--- src/rtl/tpw_pkg.sv ---
package tpw_pkg;
  localparam int NCH = 3;
  localparam int AW  = 4;
  localparam int PW  = 4;

  // word bases of the register groups
  localparam int CLK_W = 0;
  localparam int CNT_W = 3;
  localparam int IVL_W = 9;
  localparam int MAT_W = 12;

  // run-control bit positions used by the decoder
  localparam int B_DOWN = 2;
  localparam int B_RST  = 4;

  typedef struct packed {
    logic          fall;   // bit 6
    logic          ext;    // bit 5
    logic [PW-1:0] pdiv;   // bits 4:1
    logic          pen;    // bit 0
  } clk_cfg_t;

  typedef struct packed {
    logic pol;      // bit 6
    logic wdis;     // bit 5
    logic restart;  // bit 4
    logic men;      // bit 3
    logic down;     // bit 2
    logic imode;    // bit 1
    logic stop;     // bit 0
  } cnt_cfg_t;

  localparam cnt_cfg_t CNT_RST = cnt_cfg_t'(7'h21);
endpackage

--- src/rtl/tpw_regs.sv ---
module tpw_regs
  import tpw_pkg::*;
#(
  parameter int CW = 16
) (
  input  logic                     clk,
  input  logic                     rst_n,
  input  logic                     req,
  input  logic                     we,
  input  logic [AW-1:0]            addr,
  input  logic [31:0]              wdata,
  output logic [31:0]              rdata,
  output clk_cfg_t [NCH-1:0]       clk_cfg,
  output cnt_cfg_t [NCH-1:0]       cnt_cfg,
  output logic [NCH-1:0][CW-1:0]   intv,
  output logic [NCH-1:0][CW-1:0]   mtch,
  output logic [NCH-1:0]           restart,
  output logic [NCH-1:0]           restart_dn
);
  logic wr;
  logic unused_hi;
  assign wr = req & we;
  assign unused_hi = ^wdata[31:7];

  always_ff @(posedge clk or negedge rst_n) begin
    if (!rst_n) begin
      for (int ch = 0; ch < NCH; ch++) begin
        clk_cfg[ch] <= '0;
        cnt_cfg[ch] <= CNT_RST;
        intv[ch]    <= '0;
        mtch[ch]    <= '0;
      end
    end else if (wr) begin
      for (int ch = 0; ch < NCH; ch++) begin
        if (addr == AW'(CLK_W + ch)) clk_cfg[ch] <= clk_cfg_t'(wdata[6:0]);
        if (addr == AW'(CNT_W + ch))
          cnt_cfg[ch] <= cnt_cfg_t'({wdata[6:5], 1'b0, wdata[3:0]});
        if (addr == AW'(IVL_W + ch)) intv[ch] <= wdata[CW-1:0];
        if (addr == AW'(MAT_W + ch)) mtch[ch] <= wdata[CW-1:0];
      end
    end
  end

  always_comb begin
    for (int ch = 0; ch < NCH; ch++) begin
      restart[ch]    = wr && (addr == AW'(CNT_W + ch)) && wdata[B_RST];
      restart_dn[ch] = wdata[B_DOWN];
    end
  end

  always_comb begin
    rdata = '0;
    for (int ch = 0; ch < NCH; ch++) begin
      if (addr == AW'(CLK_W + ch)) rdata = {25'b0, clk_cfg[ch]};
      if (addr == AW'(CNT_W + ch)) rdata = {25'b0, cnt_cfg[ch]};
      if (addr == AW'(IVL_W + ch)) rdata = 32'(intv[ch]);
      if (addr == AW'(MAT_W + ch)) rdata = 32'(mtch[ch]);
    end
  end

  // the restart command never lingers in the stored control word
  a_r3_restart_clear: assert property (@(posedge clk) disable iff (!rst_n)
    (restart != '0) |=> (cnt_cfg[0].restart == 1'b0 && cnt_cfg[1].restart == 1'b0
                         && cnt_cfg[2].restart == 1'b0));
endmodule

--- src/rtl/tpw_tick.sv ---
module tpw_tick
  import tpw_pkg::*;
(
  input  logic     clk,
  input  logic     rst_n,
  input  logic     ext_in,
  input  clk_cfg_t cfg,
  input  logic     restart,
  output logic     tick
);
  localparam int DW = (1 << PW) + 1;

  logic          s1, s2, s3;
  logic          rise, fall, src;
  logic [DW-1:0] pcnt, lim;

  always_ff @(posedge clk or negedge rst_n) begin
    if (!rst_n) {s1, s2, s3} <= '0;
    else        {s1, s2, s3} <= {ext_in, s1, s2};
  end

  assign rise = s2 & ~s3;
  assign fall = ~s2 & s3;
  assign src  = cfg.ext ? (cfg.fall ? fall : rise) : 1'b1;
  assign lim  = (DW'(2) << cfg.pdiv) - DW'(1);
  assign tick = src & (~cfg.pen | (pcnt == lim));

  always_ff @(posedge clk or negedge rst_n) begin
    if (!rst_n)                pcnt <= '0;
    else if (restart)          pcnt <= '0;
    else if (src && cfg.pen)   pcnt <= (pcnt == lim) ? '0 : pcnt + DW'(1);
  end

  // a synchronized edge yields a single-cycle pulse
  a_r9_single_rise: assert property (@(posedge clk) disable iff (!rst_n)
    rise |=> !rise);
  a_r9_single_fall: assert property (@(posedge clk) disable iff (!rst_n)
    fall |=> !fall);
  // restart clears the prescaler phase
  a_r4_presc_clear: assert property (@(posedge clk) disable iff (!rst_n)
    restart |=> (pcnt == '0));
endmodule

--- src/rtl/tpw_chan.sv ---
module tpw_chan
  import tpw_pkg::*;
#(
  parameter int CW = 16
) (
  input  logic          clk,
  input  logic          rst_n,
  input  cnt_cfg_t      cfg,
  input  logic [CW-1:0] intv,
  input  logic [CW-1:0] mtch,
  input  logic          tick,
  input  logic          restart,
  input  logic          restart_dn,
  output logic          pwm
);
  logic [CW-1:0] cnt;
  logic          level;
  logic          unused_rst;
  assign unused_rst = cfg.restart;

  always_ff @(posedge clk or negedge rst_n) begin
    if (!rst_n) cnt <= '0;
    else if (restart) cnt <= restart_dn ? intv : '0;
    else if (tick && !cfg.stop) begin
      if (!cfg.down)
        cnt <= (cfg.imode && cnt == intv) ? '0 : cnt + CW'(1);
      else if (cnt == '0)
        cnt <= cfg.imode ? intv : '1;
      else
        cnt <= cnt - CW'(1);
    end
  end

  assign level = cfg.men & (cfg.down ? (cnt <= mtch) : (cnt >= mtch));
  assign pwm   = cfg.wdis ? cfg.pol : (level ^ cfg.pol);

  // restart loads zero or the interval
  a_r4_restart_load: assert property (@(posedge clk) disable iff (!rst_n)
    restart |=> (cnt == $past(restart_dn ? intv : '0)));
  // a halted counter holds
  a_r7_stop_hold: assert property (@(posedge clk) disable iff (!rst_n)
    (!restart && cfg.stop) |=> $stable(cnt));
  // up count wraps after the interval value
  a_r5_up_wrap: assert property (@(posedge clk) disable iff (!rst_n)
    (!restart && tick && !cfg.stop && !cfg.down && cfg.imode && cnt == intv)
      |=> (cnt == '0));
  // down count reloads the interval after zero
  a_r5_down_reload: assert property (@(posedge clk) disable iff (!rst_n)
    (!restart && tick && !cfg.stop && cfg.down && cfg.imode && cnt == '0)
      |=> (cnt == $past(intv)));
endmodule

--- src/rtl/tri_timer_pwm.sv ---
module tri_timer_pwm
  import tpw_pkg::*;
#(
  parameter int CW = 16
) (
  input  logic           clk,
  input  logic           rst_n,
  input  logic           reg_req,
  input  logic           reg_we,
  input  logic [3:0]     reg_addr,
  input  logic [31:0]    reg_wdata,
  output logic [31:0]    reg_rdata,
  input  logic           ext_clk,
  output logic [2:0]     pwm_out
);
  clk_cfg_t [NCH-1:0]     clk_cfg;
  cnt_cfg_t [NCH-1:0]     cnt_cfg;
  logic [NCH-1:0][CW-1:0] intv, mtch;
  logic [NCH-1:0]         restart, restart_dn, tick;

  tpw_regs #(.CW(CW)) u_regs (
    .clk(clk), .rst_n(rst_n), .req(reg_req), .we(reg_we), .addr(reg_addr),
    .wdata(reg_wdata), .rdata(reg_rdata), .clk_cfg(clk_cfg), .cnt_cfg(cnt_cfg),
    .intv(intv), .mtch(mtch), .restart(restart), .restart_dn(restart_dn)
  );

  for (genvar ch = 0; ch < NCH; ch++) begin : g_ch
    tpw_tick u_tick (
      .clk(clk), .rst_n(rst_n), .ext_in(ext_clk), .cfg(clk_cfg[ch]),
      .restart(restart[ch]), .tick(tick[ch])
    );
    tpw_chan #(.CW(CW)) u_chan (
      .clk(clk), .rst_n(rst_n), .cfg(cnt_cfg[ch]), .intv(intv[ch]),
      .mtch(mtch[ch]), .tick(tick[ch]), .restart(restart[ch]),
      .restart_dn(restart_dn[ch]), .pwm(pwm_out[ch])
    );
  end
endmodule

--- config.mk ---
export PLATFORM = sky130hd
export DESIGN_NAME = tri_timer_pwm
export DESIGN_NICKNAME = d
export VERILOG_FILES = /design/src/rtl/tpw_pkg.sv /design/src/rtl/tpw_regs.sv /design/src/rtl/tpw_tick.sv /design/src/rtl/tpw_chan.sv /design/src/rtl/tri_timer_pwm.sv
export SDC_FILE = /design/constraint.sdc
export NUM_CORES = 1
export LEC_CHECK = 0
export BUFFER_PORTS_ARGS = -buffer_cell sky130_fd_sc_hd__buf_4
export CAP_MARGIN = 20
export CORE_UTILIZATION = 45
export CTS_CLUSTER_SIZE = 25
export DETAILED_ROUTE_END_ITERATION = 8
export PLACE_DENSITY_LB_ADDON = 0.15
export SYNTH_ARGS = -nofsm -noshare
export SYNTH_HDL_FRONTEND = slang
export SYNTH_SLANG_ARGS = --single-unit
--- constraint.sdc ---
create_clock -name clk -period 3.13 [get_ports clk]
set_input_delay 0.4695 -clock clk [delete_from_list [all_inputs] [get_ports clk]]
set_output_delay 0.4695 -clock clk [all_outputs]
set_load 0.02 [all_outputs]
==> run_results.csv <==
group,metric,value,unit
power,power_leakage,9.18,nW
run_status,failed_checks,"setup timing",
placed_design,placed_cell_area,18900,um^2
layout,n_fill_cell,3457,
clock_tree,cts_tree,"yes",
floorplanning,start_util,46.0,%
logic_synthesis,yosys.area.top_type,"dfrtp_1",
routing,routed_wl,56700,um
placed_design,gp_congestion,0.941,
timing,finalHoldViolations,0,
logic_synthesis,synth.top_cell.area_share,33.1,%
setup_path,crit_top_cell,"a21o_1",
timing,holdWs,0.183,ns
setup_path,cp_slowest_cell,"dfrtp_1",
logic_synthesis,syn_inst,2045,
global_route,grt_max_degree,67,
floorplanning,die_area,39600,um^2
global_route,track_usage,27.7,%
timing,drv_slew,0,
timing,period_needed,3.38,ns
layout,drive_gt1_share,24.8,%
timing,fmax,296,MHz
run_status,status,"finished, violations left",
timing,final.setup_skew,0.0186,ns
placed_design,port_buffers,43,
logic_synthesis,ys.flop_type,"dfrtp_1",
layout,ff_latch_area,5950,um^2
global_route,antenna_found_initial,0,
clock_tree,cts_buffers,30,
global_route,grt_pass1_wl,86300,um
floorplanning,die_w,199,um
global_route,grt-ovfl-total,0,
timing,tightest_slew,1.22,ns
logic_synthesis,yosys-top-cells-area,"dfrtp_1 33%, mux2_2 6.8%, ha_1 4.5%",
setup_path,max_stage_delay,0.39,ns
logic_synthesis,synth_area,17400,um^2
logic_synthesis,synth_common_cells,"231 x dfrtp_1, 199 x nand2_1, 148 x o21ai_0",
clock_tree,clk_pin_slew,0.06,ns
setup_path,critical_path.cell_chain,"inv_2, ha_4, a21o_1, a21o_1, a21oi_2, nor2_2, nor4_2, xnor2_1, o22ai_1, xor2_1, buf_4",
layout,nets,2256,
layout,multi_input_area,11100,um^2
layout,diodes,0,
routing,viasPerCell,6.09,
logic_synthesis,avgSynthCellArea,8.53,um^2
placed_design,dpl_worst_slack,-0.144,ns
routing,dr.pass1.iters,7,
routing,drtIter0Drc,1323,
floorplanning,die_y,199,um
layout,fin_area,21200,um^2
global_route,grt_pass1_vias,15320,
logic_synthesis,synth_edf_count,0,
layout,syn_to_final_growth,21.3,%
timing,setup_viol,14,
logic_synthesis,ys_types,89,
timing,rsz0062_at_grt,"true",
setup_path,worstPathArrival,2.91,ns
floorplanning,ios,76,
placed_design,dp_hpwl,39800,um
setup_path,required,2.66,ns
logic_synthesis,ys_seq_area_share,34.0,%
clock_tree,clockBufferDepth,3,
power,p_per_area,746,nW/um^2
floorplanning,core,37900,um^2
setup_path,crit_fanout,2,
power,peakVddDrop,0.485,mV
routing,wl_per_cell,21.1,um
routing,drc,0,
setup_path,crit_path_start_kind,"register",
logic_synthesis,ys_ff_latch,237,
logic_synthesis,synth.most_common_cell,"dfrtp_1",
routing,antenna_left,0,
clock_tree,clock_sinks,237,
clock_tree,worstSkewPairLatency,0.58,ns
timing,max_slew_margin,18.8,%
clock_tree,clock-root-buffer,"clkbuf_16",
timing,worst_slack,-0.249,ns
worst_hold_path,hp-class,"primary input to register",
run,drv_cap,0,
setup_path,worst_setup_path_end_kind,"primary output",
floorplanning,rows,71,
clock_tree,cts_max_level,1,
timing,period_share,108,%
setup_path,critPathKind,"register to primary output",
routing,vias,16338,
logic_synthesis,ys_async_sr_fraction,100,%
logic_synthesis,ys_warn_count,0,
## area by class of cell
| cell class | count | area share [%] |
|---|---|---|
| clock buffers | 47 | 4.33 |
| clock inverters | 6 | 0.396 |
| inverters | 95 | 1.69 |
| multi-input cells | 1554 | 52.2 |
| flip-flops and latches | 237 | 28.1 |
| well taps | 511 | 3.02 |
| repair buffers | 234 | 10.2 |
## critical path: cells and delay by family, from the launching register on
| family | cells | cell delay (ns) |
|---|---|---|
| DFF | 1 | 0.39 |
| adders and majority gates | 1 | 0.20 |
| xor gates and xnor gates | 2 | 0.44 |
| AOI/OAI and AO/OA | 4 | 0.68 |
| and+or+nand+nor | 2 | 0.31 |
| buffers and inverters | 2 | 0.31 |
## what timing repair did
| action | CTS | global route |
|---|---|---|
| pin swaps | 30 | 93 |
| endpoints found under the setup margin | 59 | 95 |
| hold endpoints to repair | 51 | 0 |
| hold buffers | 2 | 0 |
| setup buffers | 9 | 21 |
| gates resized for setup | 42 | 174 |
| cloned | 0 | 10 |
## cells by family (layout without fill, tap and decap cells)
kind of cell	Yosys count	after routing	synth area share (%)
DFF	237	237	34.0
other	1	16	0.0215
and+or+nand+nor	674	674	20.0
AOI/OAI and AO/OA	583	584	22.1
xor gates and xnor gates	99	99	4.97
buffers and inverters	270	382	6.84
muxes	118	118	7.53
adders and majority gates	63	63	4.52
## final timing paths
check	slack, ns	from	cells after the start	endpoint
max	-0.25	u_regs.mtch[25]	11	pwm_out[1]
min	0.18	reg_wdata[9]	3	u_regs.mtch[25]
min reg2reg	0.36	g_ch[2].u_tick.s1	0	g_ch[2].u_tick.s2
max in group asynchronous	1.88	rst_n	3	g_ch[2].u_tick.pcnt[10]
min in group asynchronous	0.43	rst_n	2	g_ch[1].u_tick.pcnt[5]
max reg2reg	-0.03	u_regs.clk_cfg[18]	10	g_ch[2].u_chan.cnt[12]
## cells in the final DEF, fill, tap and decap left out, types with 15 or more instances in the layout
master / Yosys / routed
nor2b_1: 29 / 27
nor4_1: 18 / 15
nand3_1: 68 / 65
and3_1: 48 / 46
inv_1: 94 / 90
a21o_1: 25 / 25
mux2_2: 105 / 104
xnor2_1: 47 / 46
ha_1: 63 / 54
o21ai_1: 4 / 24
nor3_1: 51 / 44
a22oi_1: 19 / 17
clkbuf_16: 0 / 40
o211ai_1: 16 / 16
a21oi_2: 0 / 24
nand2_1: 199 / 197
o21ai_0: 148 / 109
o22ai_1: 18 / 15
nor2_1: 109 / 102
buf_4: 26 / 185
a22o_1: 35 / 35
nand2b_1: 25 / 25
dfrtp_1: 231 / 222
xor2_1: 52 / 50
a21oi_1: 127 / 103
buf_6: 6 / 26
nand4_1: 32 / 32
a31oi_1: 30 / 30
o311ai_0: 16 / 15
o21ai_2: 0 / 18
conb_1: 1 / 16
## per-stage QoR
step | cells | power, mW | utilization, % | setup TNS (ns)
6_report | 2684 | 15.8 | 55.8 | -0.557
4_1_cts | 2653 | 14.9 | 53.1 | -0.521
3_5_place_dp | 2589 | 11.1 | 49.8 | -4.24
5_1_grt | 2684 | 16.8 | 55.8 | -7.58
3_3_place_gp | 2589 | 11.0 | 49.8 | -1.64
2_1_floorplan | 2060 | 9.00 | - | -0.00265
## sequential cells by signal (all words and copies together), names as in the netlist
signal / cells
g_ch.u_tick.s3: 1
u_regs.intv: 48
g_ch.u_tick.pcnt: 51
u_regs.clk_cfg: 21
u_regs.mtch: 48
g_ch.u_chan.cnt: 48
g_ch.u_tick.s1: 1
g_ch.u_tick.s2: 1
u_regs.cnt_cfg: 18
## per-layer routing
| metal | vias to the layer above | wire length (um) | track usage, % |
|---|---|---|---|
| met3 | 113 | 3170 | 3.97 |
| li1 | 7677 | - | - |
| met1 | 8035 | 25600 | 38.5 |
| met5 | - | 0 | 0 |
| met2 | 513 | 26000 | 44.0 |
| met4 | 0 | 1940 | 9.52 |
## report_power, final
| group | leakage (nW) | total, mW | internal (mW) | switching, mW |
|---|---|---|---|---|
| Combinational | 5.68 | 7.49 | 3.51 | 3.98 |
| Sequential | 3.00 | 4.75 | 3.77 | 0.978 |
| Clock | 0.494 | 3.54 | 2.15 | 1.39 |
| Total | 9.18 | 15.8 | 9.44 | 6.35 |
Note: power is estimated with default switching activity, not from simulation.
